`config.mk`:
```
export PLATFORM = sky130hd
export DESIGN_NAME = alu16_top
export DESIGN_NICKNAME = d
export VERILOG_FILES = /design/src/rtl/alu16_pkg.sv /design/src/rtl/alu16_arith.sv /design/src/rtl/alu16_logic.sv /design/src/rtl/alu16_flags.sv /design/src/rtl/alu16_top.sv
export SDC_FILE = /design/constraint.sdc
export NUM_CORES = 1
export LEC_CHECK = 0
export BUFFER_PORTS_ARGS = -buffer_cell sky130_fd_sc_hd__buf_2
export CORE_MARGIN = 2
export CORE_UTILIZATION = 53
export CTS_BUF_LIST = sky130_fd_sc_hd__clkbuf_8
export CTS_CLUSTER_SIZE = 10
export DETAILED_ROUTE_END_ITERATION = 12
export PLACE_DENSITY = 0.88
export SETUP_SLACK_MARGIN = 0.5
export SYNTH_ARGS = -nofsm -noshare
export SYNTH_HDL_FRONTEND = slang
export SYNTH_SLANG_ARGS = --single-unit
export TNS_END_PERCENT = 1
```
`constraint.sdc`:
```
create_clock -name clk -period 5.9 [get_ports clk]
set_clock_uncertainty 0.15 [all_clocks]
set_input_delay 1.18 -clock clk [delete_from_list [all_inputs] [get_ports clk]]
set_output_delay 1.18 -clock clk [all_outputs]
set_load 0.01 [all_outputs]
```
`src/rtl/alu16_pkg.sv`:
```
package alu16_pkg;
  typedef enum logic [3:0] {
    OP_ADD  = 4'd0,
    OP_ADC  = 4'd1,
    OP_SUB  = 4'd2,
    OP_SBB  = 4'd3,
    OP_CMP  = 4'd4,
    OP_NEG  = 4'd5,
    OP_INC  = 4'd6,
    OP_DEC  = 4'd7,
    OP_AND  = 4'd8,
    OP_OR   = 4'd9,
    OP_XOR  = 4'd10,
    OP_NOT  = 4'd11,
    OP_TEST = 4'd12
  } alu_op_e;

  localparam int FLAG_Z = 3;
  localparam int FLAG_C = 2;
  localparam int FLAG_S = 1;
  localparam int FLAG_O = 0;
endpackage

```
`src/rtl/alu16_arith.sv`:
```
module alu16_arith
  import alu16_pkg::*;
#(
  parameter int W = 16
) (
  input  logic [3:0]   op_i,
  input  logic         byte_i,
  input  logic [W-1:0] a_i,
  input  logic [W-1:0] b_i,
  input  logic         cin_i,
  output logic [W-1:0] sum_o,
  output logic         cf_o,
  output logic         of_o
);
  localparam int HW = W / 2;

  logic [W-1:0]  x, y;
  logic          ci, inv_c;
  logic [W:0]    full_sum;
  logic [HW:0]   low_sum;
  logic          co, xm, ym, rm;

  // operand steering: every arithmetic op maps onto a single adder
  always_comb begin
    x     = a_i;
    y     = b_i;
    ci    = 1'b0;
    inv_c = 1'b0;
    case (op_i)
      OP_ADC:         ci = cin_i;
      OP_SUB, OP_CMP: begin y = ~b_i; ci = 1'b1;   inv_c = 1'b1; end
      OP_SBB:         begin y = ~b_i; ci = ~cin_i; inv_c = 1'b1; end
      OP_NEG:         begin x = '0; y = ~a_i; ci = 1'b1; inv_c = 1'b1; end
      OP_INC:         begin y = '0; ci = 1'b1; end
      OP_DEC:         y = '1;
      default:        ;
    endcase
  end

  always_comb begin
    full_sum = {1'b0, x} + {1'b0, y} + {{W{1'b0}}, ci};
    low_sum  = {1'b0, x[HW-1:0]} + {1'b0, y[HW-1:0]} + {{HW{1'b0}}, ci};
    if (byte_i) begin
      sum_o = {{(W-HW){1'b0}}, low_sum[HW-1:0]};
      co    = low_sum[HW];
      xm    = x[HW-1];
      ym    = y[HW-1];
      rm    = low_sum[HW-1];
    end else begin
      sum_o = full_sum[W-1:0];
      co    = full_sum[W];
      xm    = x[W-1];
      ym    = y[W-1];
      rm    = full_sum[W-1];
    end
    cf_o = co ^ inv_c;
    of_o = (xm == ym) && (rm != xm);
  end
endmodule

```
`src/rtl/alu16_logic.sv`:
```
module alu16_logic
  import alu16_pkg::*;
#(
  parameter int W = 16
) (
  input  logic [3:0]   op_i,
  input  logic [W-1:0] a_i,
  input  logic [W-1:0] b_i,
  output logic [W-1:0] res_o
);
  always_comb begin
    case (op_i)
      OP_AND, OP_TEST: res_o = a_i & b_i;
      OP_OR:           res_o = a_i | b_i;
      OP_XOR:          res_o = a_i ^ b_i;
      OP_NOT:          res_o = ~a_i;
      default:         res_o = '0;
    endcase
  end
endmodule

```
`src/rtl/alu16_flags.sv`:
```
module alu16_flags
  import alu16_pkg::*;
(
  input  logic       clk,
  input  logic       rst_n,
  input  logic       upd_zso_i,
  input  logic       upd_c_i,
  input  logic [3:0] nxt_i,
  output logic [3:0] flags_o
);
  logic [1:0] rst_sync_q;
  logic       rst_int_n;
  logic [3:0] flags_q, flags_d;

  // asynchronous assertion, synchronous release
  always_ff @(posedge clk or negedge rst_n) begin
    if (!rst_n) rst_sync_q <= 2'b00;
    else        rst_sync_q <= {rst_sync_q[0], 1'b1};
  end
  assign rst_int_n = rst_sync_q[1];

  always_comb begin
    flags_d = flags_q;
    if (upd_zso_i) begin
      flags_d[FLAG_Z] = nxt_i[FLAG_Z];
      flags_d[FLAG_S] = nxt_i[FLAG_S];
      flags_d[FLAG_O] = nxt_i[FLAG_O];
    end
    if (upd_c_i) flags_d[FLAG_C] = nxt_i[FLAG_C];
  end

  always_ff @(posedge clk or negedge rst_int_n) begin
    if (!rst_int_n)                flags_q <= 4'b0000;
    else if (upd_zso_i || upd_c_i) flags_q <= flags_d;
  end

  assign flags_o = flags_q;

  p_hold_r1: assert property (@(posedge clk) disable iff (!rst_n)
    (!upd_zso_i && !upd_c_i) |=> $stable(flags_o));

  p_carry_kept_r7: assert property (@(posedge clk) disable iff (!rst_n)
    (upd_zso_i && !upd_c_i) |=> (flags_o[FLAG_C] == $past(flags_o[FLAG_C])));
endmodule

```
`src/rtl/alu16_top.sv`:
```
module alu16_top
  import alu16_pkg::*;
#(
  parameter int W = 16
) (
  input  logic         clk,
  input  logic         rst_n,
  input  logic         valid_i,
  input  logic [3:0]   op_i,
  input  logic         byte_i,
  input  logic [W-1:0] a_i,
  input  logic [W-1:0] b_i,
  output logic [W-1:0] result_o,
  output logic         wr_en_o,
  output logic [3:0]   flags_o
);
  localparam int HW = W / 2;

  logic [W-1:0] arith_res, logic_res, raw_res;
  logic         arith_cf, arith_of;
  logic         is_arith, is_logic, is_incdec, no_write;
  logic [3:0]   nxt_flags;
  logic         upd_zso, upd_c, msb;

  alu16_arith #(.W(W)) arith_i (
    .op_i(op_i), .byte_i(byte_i), .a_i(a_i), .b_i(b_i),
    .cin_i(flags_o[FLAG_C]), .sum_o(arith_res), .cf_o(arith_cf), .of_o(arith_of)
  );

  alu16_logic #(.W(W)) logic_i (
    .op_i(op_i), .a_i(a_i), .b_i(b_i), .res_o(logic_res)
  );

  always_comb begin
    is_arith  = (op_i <= OP_DEC);
    is_logic  = (op_i == OP_AND) || (op_i == OP_OR) || (op_i == OP_XOR) || (op_i == OP_TEST);
    is_incdec = (op_i == OP_INC) || (op_i == OP_DEC);
    no_write  = (op_i == OP_CMP) || (op_i == OP_TEST) || (op_i > OP_TEST);
    raw_res   = is_arith ? arith_res : logic_res;
    result_o  = byte_i ? {{(W-HW){1'b0}}, raw_res[HW-1:0]} : raw_res;
    msb       = byte_i ? result_o[HW-1] : result_o[W-1];
    wr_en_o   = valid_i && !no_write;
    nxt_flags[FLAG_Z] = (result_o == '0);
    nxt_flags[FLAG_S] = msb;
    nxt_flags[FLAG_C] = is_arith ? arith_cf : 1'b0;
    nxt_flags[FLAG_O] = is_arith ? arith_of : 1'b0;
    upd_zso   = valid_i && (is_arith || is_logic);
    upd_c     = upd_zso && !is_incdec;
  end

  alu16_flags flags_i (
    .clk(clk), .rst_n(rst_n), .upd_zso_i(upd_zso), .upd_c_i(upd_c),
    .nxt_i(nxt_flags), .flags_o(flags_o)
  );

  p_nowrite_r6: assert property (@(posedge clk) disable iff (!rst_n)
    (op_i == OP_CMP || op_i == OP_TEST) |-> !wr_en_o);

  p_logic_clear_r9: assert property (@(posedge clk) disable iff (!rst_n)
    (valid_i && is_logic) |=> (!flags_o[FLAG_C] && !flags_o[FLAG_O]));

  p_byte_upper_r10: assert property (@(posedge clk) disable iff (!rst_n)
    byte_i |-> (result_o[W-1:HW] == '0));

  p_zero_r5: assert property (@(posedge clk) disable iff (!rst_n)
    (valid_i && (is_arith || is_logic)) |=> (flags_o[FLAG_Z] == ($past(result_o) == '0)));
endmodule

```
# --- Word level (Yosys, flattened, before mapping) ---
# Index checks and enable logic that the tools add are counted.
# W data, S select, Z words.
op_classes:
  addsub: 4
  order_cmp: 2
  n_eq_ne: 14
  n_mux: 15
  bitwise_logic: 7
  n_reduce_logical: 21
ops:
  columns: ["operator", "n"]
  rows:
  - ["$pmux W16 S4", 2]
  - ["$mux W16", 4]
  - ["$not A16 Y16", 2]
  - ["$eq A4 B4 Y1 const B", 5]
  - ["$add A16 B16 Y17", 1]
  - ["$add A17 B1 Y17", 1]
  - ["$and A16 B16 Y16", 1]
  - ["$eq A4 B3 Y1 const B", 4]
  - ["$logic_not A16 Y1", 1]
  - ["$or A16 B16 Y16", 1]
  - ["$xor A16 B16 Y16", 1]
  - ["$add A8 B8 Y9", 1]
  - ["$add A9 B1 Y9", 1]
  - ["$eq A4 B2 Y1 const B", 2]
  - ["$logic_or A1 B1 Y1", 8]
  - ["$mux W1", 8]
  - ["$reduce_or A4 Y1", 2]
  - ["$eq A4 B1 Y1 const B", 1]
  - ["$gt A4 B4 Y1 const B", 1]
  - ["$le A4 B3 Y1 const B", 1]
  - ["$logic_and A1 B1 Y1", 4]
  - ["$reduce_and A2 Y1", 2]
  - ["$pmux W1 S3", 1]
  - ["$reduce_or A3 Y1", 1]
  - ["6 further kinds", 7]
totals:
  register_bits: 6
  in_bits: 40
  out_inout_bits: 21
  elab_cells: 66

# --- Longest topological paths before layout ---
# Gate-level depths: netlist of run 1.
depth:
  ltp_word: 9
  depth_mapped: 19
  ltp_nobuf: 16

# --- Modules after synthesis ---
# A second synthesis of run 1 with hierarchy kept.
unflattened:
  cells_unflattened: 457
  area_unflattened_um2: 3244.4
by_module_without_submodules:
  columns: ["mod", "n_inst", "cells_per_inst", "area_per_inst_um2", "seq_area_each_um2"]
  rows:
  - ["alu16_arith", 1, 244, 1575.3, 0.0]
  - ["alu16_logic", 1, 150, 1081.0, 0.0]
  - ["alu16_top", 1, 52, 389.1, 0.0]
  - ["alu16_flags", 1, 11, 198.9, 150.1]

# --- Worst setup path after synthesis of run 1 ---
# OpenSTA, ideal clock, no wires.
synth_timing:
  path_kind: "input to output"
  from: "input op_i[3]"
  to: "output result_o[10]"
  arrival_ps: 4572
  slack_ps: -2
  stages: 13
  n_path_buf: 5
  cell_sequence: "buf_2 > clkbuf_1 > clkbuf_1 > clkbuf_1 > clkbuf_1 > o22ai_1 > fa_1 > fa_1 > nor2b_1 > o2111ai_1 > a31oi_1 > a2111oi_0 > or3_1"
synth_between:
  elab_chain_cells: 8
  elab_cells_between_ends: 25
synth_rtl:
  columns: ["element", "line", "rtl"]
  rows:
  - ["start, declared", "alu16_top.sv:9", "input logic [3:0] op_i,"]
  - ["$eq A4 B3 Y1 / $eq A4 B2 Y1 (equally long branches)", "alu16_arith.sv:29", "case (op_i)"]
  - ["$reduce_or A3 Y1 (no source line)", null, null]
  - ["$pmux W16 S4", "alu16_arith.sv:29", null]
  - ["$add A16 B16 Y17", "alu16_arith.sv:41", "full_sum = {1'b0, x} + {1'b0, y} + {{W{1'b0}}, ci};"]
  - ["$add A17 B1 Y17", "alu16_arith.sv:41", null]
  - ["$mux W16", "alu16_arith.sv:43", "if (byte_i) begin"]
  - ["$mux W16 (*)", "alu16_top.sv:39", "raw_res = is_arith ? arith_res : logic_res;"]
  - ["$mux W16 (*)", "alu16_top.sv:40", "result_o = byte_i ? {{(W-HW){1'b0}}, raw_res[HW-1:0]} : raw_res;"]
  - ["end, declared", "alu16_top.sv:13", "output logic [W-1:0] result_o,"]
# Every way passes the cells marked *; elsewhere a longest branch is shown, timed or not.

# --- Worst setup path in the final report of run 1 ---
layout_timing:
  from: "input op_i[2]"
  to: "output result_o[12]"
# Same word-level chain as after synthesis.

==> metrics.md, run 1 <==
| Metric | Value |
|---|---|
| WS Path Type | `primary input to output pin` |
| Residual DRC | `0` |
| WL/cell | `17.6 um` |
| Reg2reg setup slack | `1.93 ns` |
| Fin crit share | `93.4%` |
| End point of the critical path | `result_o[12]` |
| Hold/Removal Path Class | `register to register` |
| PD cells | `136 nW/um2` |
| CTS H-tree depth | `1` |
| Violation count after the first detailed-route iteration | `493` |
| Post-Syn Nets | `roughly 550` |
| VDD IR max | `between 0.1 and 0.15 mV` |
| Warning count from the yosys run | `0` |
| Port bufs | `60` |
| Ant. Diodes | `0` |
| MaxCap Viol Count | `0` |
| Vias per cell | `6.57` |
| Share of cells above drive strength 1 | `23.4%` |
| Pint | `264 uW` |
| Sequential fraction of the synthesis area | `4.97%` |
| Critical path fanouts, max | `8` |
| Antenna violations before repair | `0` |
| Total power | `521 uW` |
| Clock root cell | `clkbuf_8` |
| Die Y | `79.5 um` |
| Post-detailed-route count of antenna-violating nets | `0` |
| Inserted Clock Buffers | `3` |
| Static Leak | `1.92 nW` |
| Cell Rows | `27` |
| Final Hold Vio Count | `0` |
| Setup TNS | `0 ns` |
| Final setup vio count | `0` |
| Comb pwr share | `79.1%` |
| GRT Max-Usage Layer | `met2` |
| Net Sw Frac | `49.3%` |
| RSZ-0062 raised after global routing | `yes` |
| Met3 Track Usage GR | `2.38%` |
| FF-to-FF path depth | `13` |
| First-pass GRT wire length | `~16 mm` |
| Area after DPL | `about 3400 um2` |
| Nets | `616` |
| Mean Syn Cell Area | `6.63 um2` |
| Fin area | `~3800 um2` |
| Worst EP required | `around 4.6 ns` |
| Area Growth Syn to Fin | `26.5%` |
| Register bit total from synthesis | `6` |
| Placed Cells | `approximately 580` |
| Relative slew slack | `49.9%` |
| Multi-input gate area | `2770 um2` |
| FF-to-FF End | `flags_i.flags_o[3]` |
| Synth cell types | `60` |
| CP Capture Type | `output pin` |
| Final HPWL DP | `roughly 7.3 mm` |
| Actual slew at the worst max-slew pin | `0.747 ns` |
| Startpoint Class | `primary input` |
| CTS tree | `built` |
| Reg clk slew, reported paths | `~0.040 ns` |
| Deepest clock path buffer count | `2` |
| Fin crit period | `5.51 ns` |
| Max-slew violations | `0` |
| Largest net degree at the start of global routing | `34` |
| Fillers | `456` |
| GRT overflow | `0` |
| Maximum clock rate | `181 MHz` |
| Sink Count | `6` |
| Gate count of the mapped netlist | `between 400 and 500` |
| Clock Latency Late Sink | `0.22 ns` |
| Synth async-reset ratio | `100%` |
| Final design utilization | `69.5%` |
| Core box area | `between 5000 and 6000 um2` |
| DR vias | `3924` |
| Post-Layout Cell Count | `between 500 and 600` |
| Yosys top cell area share | `19.5%` |
| Worst R2R Start | `flags_i.flags_o[2]` |
| Placer Congestion | `slightly below 1` |
| Sw Pwr | `257 uW` |
| Cell taking the most area after synthesis | `ha_1` |
| Vias in the first global route | `between 3000 and 4000` |
| Met1 usage | `between 40% and 50%` |
| Top_reg_cell synth | `dfrtp_1` |
| Pre-Repair DR Iteration Count | `7` |
| Clock share of power | `11.5%` |
| Global-route track usage on met2 | `around 54%` |
| Outcome | `finished clean` |
| Post-synth EDFFs | `0` |
| Sequential share of power | `a little under a tenth` |
| Reg area | `~150 um2` |
| Die width | `approximately 80 um` |
| Gr usage total | `31.2%` |
| Largest cells by area after synthesis | `ha_1, nor2_1, a21oi_1, inv_1, dfrtp_1` |
| Initial core utilization | `between 50% and 60%` |
| Die outline area | `6320 um2` |
| Cell Area, Synth | `3020 um2` |
| Final wirelength | `10.5 mm` |
| Worst EP arrival | `4.18 ns` |
| Top-level port count | `between 60 and 70` |
| CP startpoint | `op_i[2]` |
## through the flow
stage	worst slack (ns)	hold slack, ns
final	0.389	0.206
after global routing	0.332	0.224
after CTS	0.493	0.203
after detailed placement	0.200	-0.0836
after global placement	0.272	-0.0893
after floorplan	0.433	-0.110
## cell families (layout without fill, tap and decap cells)
logic type               Yosys count  after routing  synth area share (%)
AO/OA/AOI/OAI                    159            159                  35.6
XOR/XNOR                           7              7                  2.03
adder cells (fa/ha/maj)           49             49                  20.8
buffers and inverters             71            140                  9.15
flip-flops                         6              6                  4.97
multiplexers                      13             13                  4.30
other                              1              1                 0.124
AND/OR/NAND/NOR                  150            150                  23.1
## cells in the mapped netlist, types with 3 or more instances
library cell	instances
o21ai_0	19
buf_1	6
o211ai_1	9
xnor2_1	6
inv_1	44
mux2i_1	13
o2bb2ai_1	3
and2_1	4
a211oi_1	4
a22oi_1	16
dfrtp_1	6
o211a_1	3
buf_2	5
a21o_1	7
a2bb2oi_1	6
nor3_1	5
a21oi_1	40
a31oi_1	4
o22ai_1	20
ha_1	47
o221ai_1	3
nand3_1	9
clkbuf_1	14
nor2b_1	8
or3_1	5
nor2_1	69
nand2_1	28
o21a_1	4
nand2b_1	7
## critical path: stages
cell and delay (ns):
buf_2 0.21, nor2b_4 0.22, and2_0 0.30, buf_4 0.21, nor2_1 0.07, ha_1 0.33, a21o_1 0.26, a211oi_2 0.35
a31oi_4 0.17, o41ai_4 0.35, xnor2_1 0.15, o211a_1 0.25, buf_2 0.14
## routing by layer
layer | vias up | share of wire, %
met5 | - | 0
met3 | 52 | 11
met1 | 1778 | 39
met4 | 0 | 3.6
met2 | 294 | 46
li1 | 1800 | -
## layout make-up
type,count,area share (%)
flip-flops and latches,6,3.93
repair buffers,92,15.9
multi-input cells,379,72.4
clock buffers,3,1.08
inverters,45,4.42
well taps,72,2.36
## registers in the layout (all words and copies together), names as in the netlist
register and cells:
flags_i.flags_o 4, flags_i.rst_sync_q 2
## power by group through the flow
| stage | registers [mW] | clock network [mW] | logic (mW) |
|---|---|---|---|
| after floorplan | 0.0502 | 0 | 0.250 |
| after global placement | 0.0496 | 0 | 0.343 |
| after detailed placement | 0.0500 | 0 | 0.351 |
| after CTS | 0.0490 | 0.0610 | 0.368 |
| after global routing | 0.0493 | 0.0652 | 0.449 |
| final | 0.0490 | 0.0601 | 0.412 |
## repair_timing
action,in CTS,in global routing
endpoints found under the hold margin,4,0
pin swaps,6,17
setup endpoints to repair,9,9
hold buffers,1,0
resized for setup,15,30
cloned,0,0
setup buffers,6,8
## cells in the final DEF (no fill, tap or decap), types with 4 or more instances in the layout
master and count:
a21o_1 7, nand2b_1 7, buf_4 25, ha_1 45, o21ai_0 18, inv_1 44, nor2b_1 5, a21oi_1 37
mux2i_1 13, buf_12 4, and2_1 4, o22ai_1 18, nor3_1 5, o21a_1 4, buf_2 59, nand2_1 28
a2bb2oi_1 6, a22oi_1 15, nor2_1 67, dfrtp_1 6, o211ai_1 9, xnor2_1 6, nand3_1 9, or3_1 5
## worst min path at each step
stage / slack [ns] / from / depth (start not counted) / to
after floorplan: -0.11 / flags_i.rst_sync_q[1] / 0 / flags_i.flags_o[0]
after global placement: -0.09 / flags_i.rst_sync_q[1] / 0 / flags_i.flags_o[2]
after detailed placement: -0.08 / flags_i.rst_sync_q[1] / 0 / flags_i.flags_o[1]
after CTS: 0.20 / flags_i.rst_sync_q[0] / 0 / flags_i.rst_sync_q[1]
after global routing: 0.22 / flags_i.rst_sync_q[0] / 0 / flags_i.rst_sync_q[1]
final: 0.21 / flags_i.rst_sync_q[0] / 0 / flags_i.rst_sync_q[1]
Power figures use the tool's default switching activity.
==> run 2, diff against run 1 <==
- SETUP_SLACK_MARGIN: 0.5 -> unset
==> run 2 against run 1 <==
Worst setup slack worse by 0.18 ns. Global-route usage shrank 0.68 points. Routed wire length is 8.4% lower. Count of clock-buffer cells in the layout unchanged. Highest routed layer unchanged. Core utilization down 5.7 points. Combinational power down 12%. Largest cell class unchanged. First-iteration DRC count fell by 48%.
==> metrics.md, run 2 (synthesis gave the netlist of run 1 again) <==
| Metric | Value |
|---|---|
| VDD IR max | `0.106 mV` |
| Clock Latency Late Sink | `0.22 ns` |
| Maximum clock rate | `176 MHz` |
| Die width | `around 80 um` |
| Largest net degree at the start of global routing | `34` |
| Fin crit share | `a little over nine tenths` |
| Hold/Removal Path Class | `register to register` |
| Gr usage total | `approximately 30%` |
| Setup TNS | `0 ns` |
| Final wirelength | `slightly below 10 mm` |
| Global-route track usage on met2 | `50.8%` |
| Final setup vio count | `0` |
| Area after DPL | `3460 um2` |
| Die outline area | `6320 um2` |
| GRT overflow | `0` |
| Outcome | `finished clean` |
| Core box area | `5510 um2` |
| Met1 usage | `41.2%` |
| Most frequent cells in the layout | `nor2_1, buf_2, ha_1` |
| Met3 Track Usage GR | `2.83%` |
| Commonest non-fill, non-tap cell in the layout | `nor2_1` |
| Critical path fanouts, max | `33` |
| PD cells | `134 nW/um2` |
| CP Capture Type | `output pin` |
| Deepest clock path buffer count | `2` |
| Max-slew violations | `0` |
| CTS H-tree depth | `1` |
| Inserted Clock Buffers | `3` |
| WS Path Type | `primary input to output pin` |
| Fin area | `approximately 3500 um2` |
| Pre-Repair DR Iteration Count | `5` |
| Final HPWL DP | `7.25 mm` |
| Max reg flops | `4` |
| RSZ-0062 raised after global routing | `no` |
| Initial core utilization | `54.9%` |
| Sequential share of power | `10.4%` |
| Fin crit period | `5.69 ns` |
| Worst EP required | `approximately 4.6 ns` |
| Comb pwr share | `76.9%` |
| Final design utilization | `between 60 and 70%` |
| DR vias | `3656` |
| Violation count after the first detailed-route iteration | `around 260` |
| Fillers | `504` |
| MaxCap Viol Count | `0` |
| Sw Pwr | `231 uW` |
| Top-level port count | `61` |
| Port bufs | `60` |
| Antenna violations before repair | `0` |
| Total power | `roughly 470 uW` |
| Nets | `602` |
| CTS tree | `built` |
| Worst EP arrival | `approximately 4.4 ns` |
| Hold slack | `0.207 ns` |
| Clock share of power | `~13%` |
| Clock root cell | `clkbuf_8` |
| Static Leak | `1.80 nW` |
| Placer Congestion | `0.928` |
| Vias per cell | `6.27` |
| Pint | `approximately 240 uW` |
| GRT Max-Usage Layer | `met2` |
| Relative slew slack | `58.8%` |
| Cell Rows | `27` |
| First-pass GRT wire length | `around 16 mm` |
| Share of cells above drive strength 1 | `between 15 and 20%` |
| WL/cell | `roughly 17 um` |
| Vias in the first global route | `about 3400` |
| Net Sw Frac | `between 40% and 50%` |
| Ant. Diodes | `0` |
| Reg clk slew, reported paths | `0.04 ns` |
| Startpoint Class | `primary input` |
| Sink Count | `6` |
| Final Hold Vio Count | `0` |
| Post-detailed-route count of antenna-violating nets | `0` |
| Residual DRC | `0` |
| Actual slew at the worst max-slew pin | `0.615 ns` |
| Area Growth Syn to Fin | `16.1%` |
| Die Y | `79.5 um` |
run 2: cell count changes in the layout (fill, tap and decap cells not counted), moves of 3 or more:
cell	previous run	this run
a21oi_2	3	0
nor2b_4	3	0
a21oi_1	37	40
nor2b_1	5	8
buf_4	25	15
run 2: per-stage QoR:
stage	cells	setup slack [ns]
2_1_floorplan	456	0.0958
3_3_place_gp	579	0.335
3_5_place_dp	579	0.248
4_1_cts	583	0.233
5_1_grt	583	0.00960
6_report	583	0.209
run 2: critical path: stages:
cell	delay, ns
buf_2	0.09
buf_4	0.32
o21ai_0	0.15
a22oi_1	0.15
o22ai_1	0.13
fa_1	0.47
fa_1	0.42
nor2b_1	0.13
o2111ai_1	0.21
a31oi_1	0.36
a2111oi_0	0.16
or3_1	0.42
buf_2	0.16
run 2: repair_timing:
item,in CTS,in global routing
hold endpoints to repair,4,0
hold buffers,1,0
gates resized for setup,0,0
buffers inserted,0,0
run 2: final cells by class:
class / count / area (um2) / area share, %
flip-flops and latches: 6 / 150 / 4.28
inverters: 45 / 169 / 4.81
multi-input cells: 379 / 2600 / 74.0
repair buffers: 78 / 463 / 13.2
clock buffers: 3 / 41.3 / 1.18
well taps: 72 / 90.1 / 2.57
run 2: power groups by stage:
stage | combinational (mW) | sequential [mW] | clock (mW)
after floorplan | 0.246 | 0.0502 | 0
after global placement | 0.344 | 0.0496 | 0
after detailed placement | 0.352 | 0.0496 | 0
after CTS | 0.355 | 0.0487 | 0.0609
after global routing | 0.400 | 0.0492 | 0.0634
final | 0.362 | 0.0488 | 0.0600
run 2: per-layer routing:
metal  share of wire [%]  up-vias
li1                    -     1767
met1                  44     1665
met2                  46      196
met3                 7.7       28
met4                 2.7        0
met5                   0        -
run 2: final timing paths:
path,startpoint,to,slack [ns],cells after the start
worst min register to register,flags_i.rst_sync_q[0],flags_i.rst_sync_q[1],0.21,0
max in group asynchronous,rst_n,flags_i.rst_sync_q[1],4.92,1
worst min-delay path,flags_i.rst_sync_q[0],flags_i.rst_sync_q[1],0.21,0
worst max register to register,flags_i.flags_o[2],flags_i.flags_o[3],1.90,13
worst max-delay path,op_i[0],result_o[10],0.21,13
min in group asynchronous,flags_i.rst_sync_q[1],flags_i.flags_o[2],0.44,1
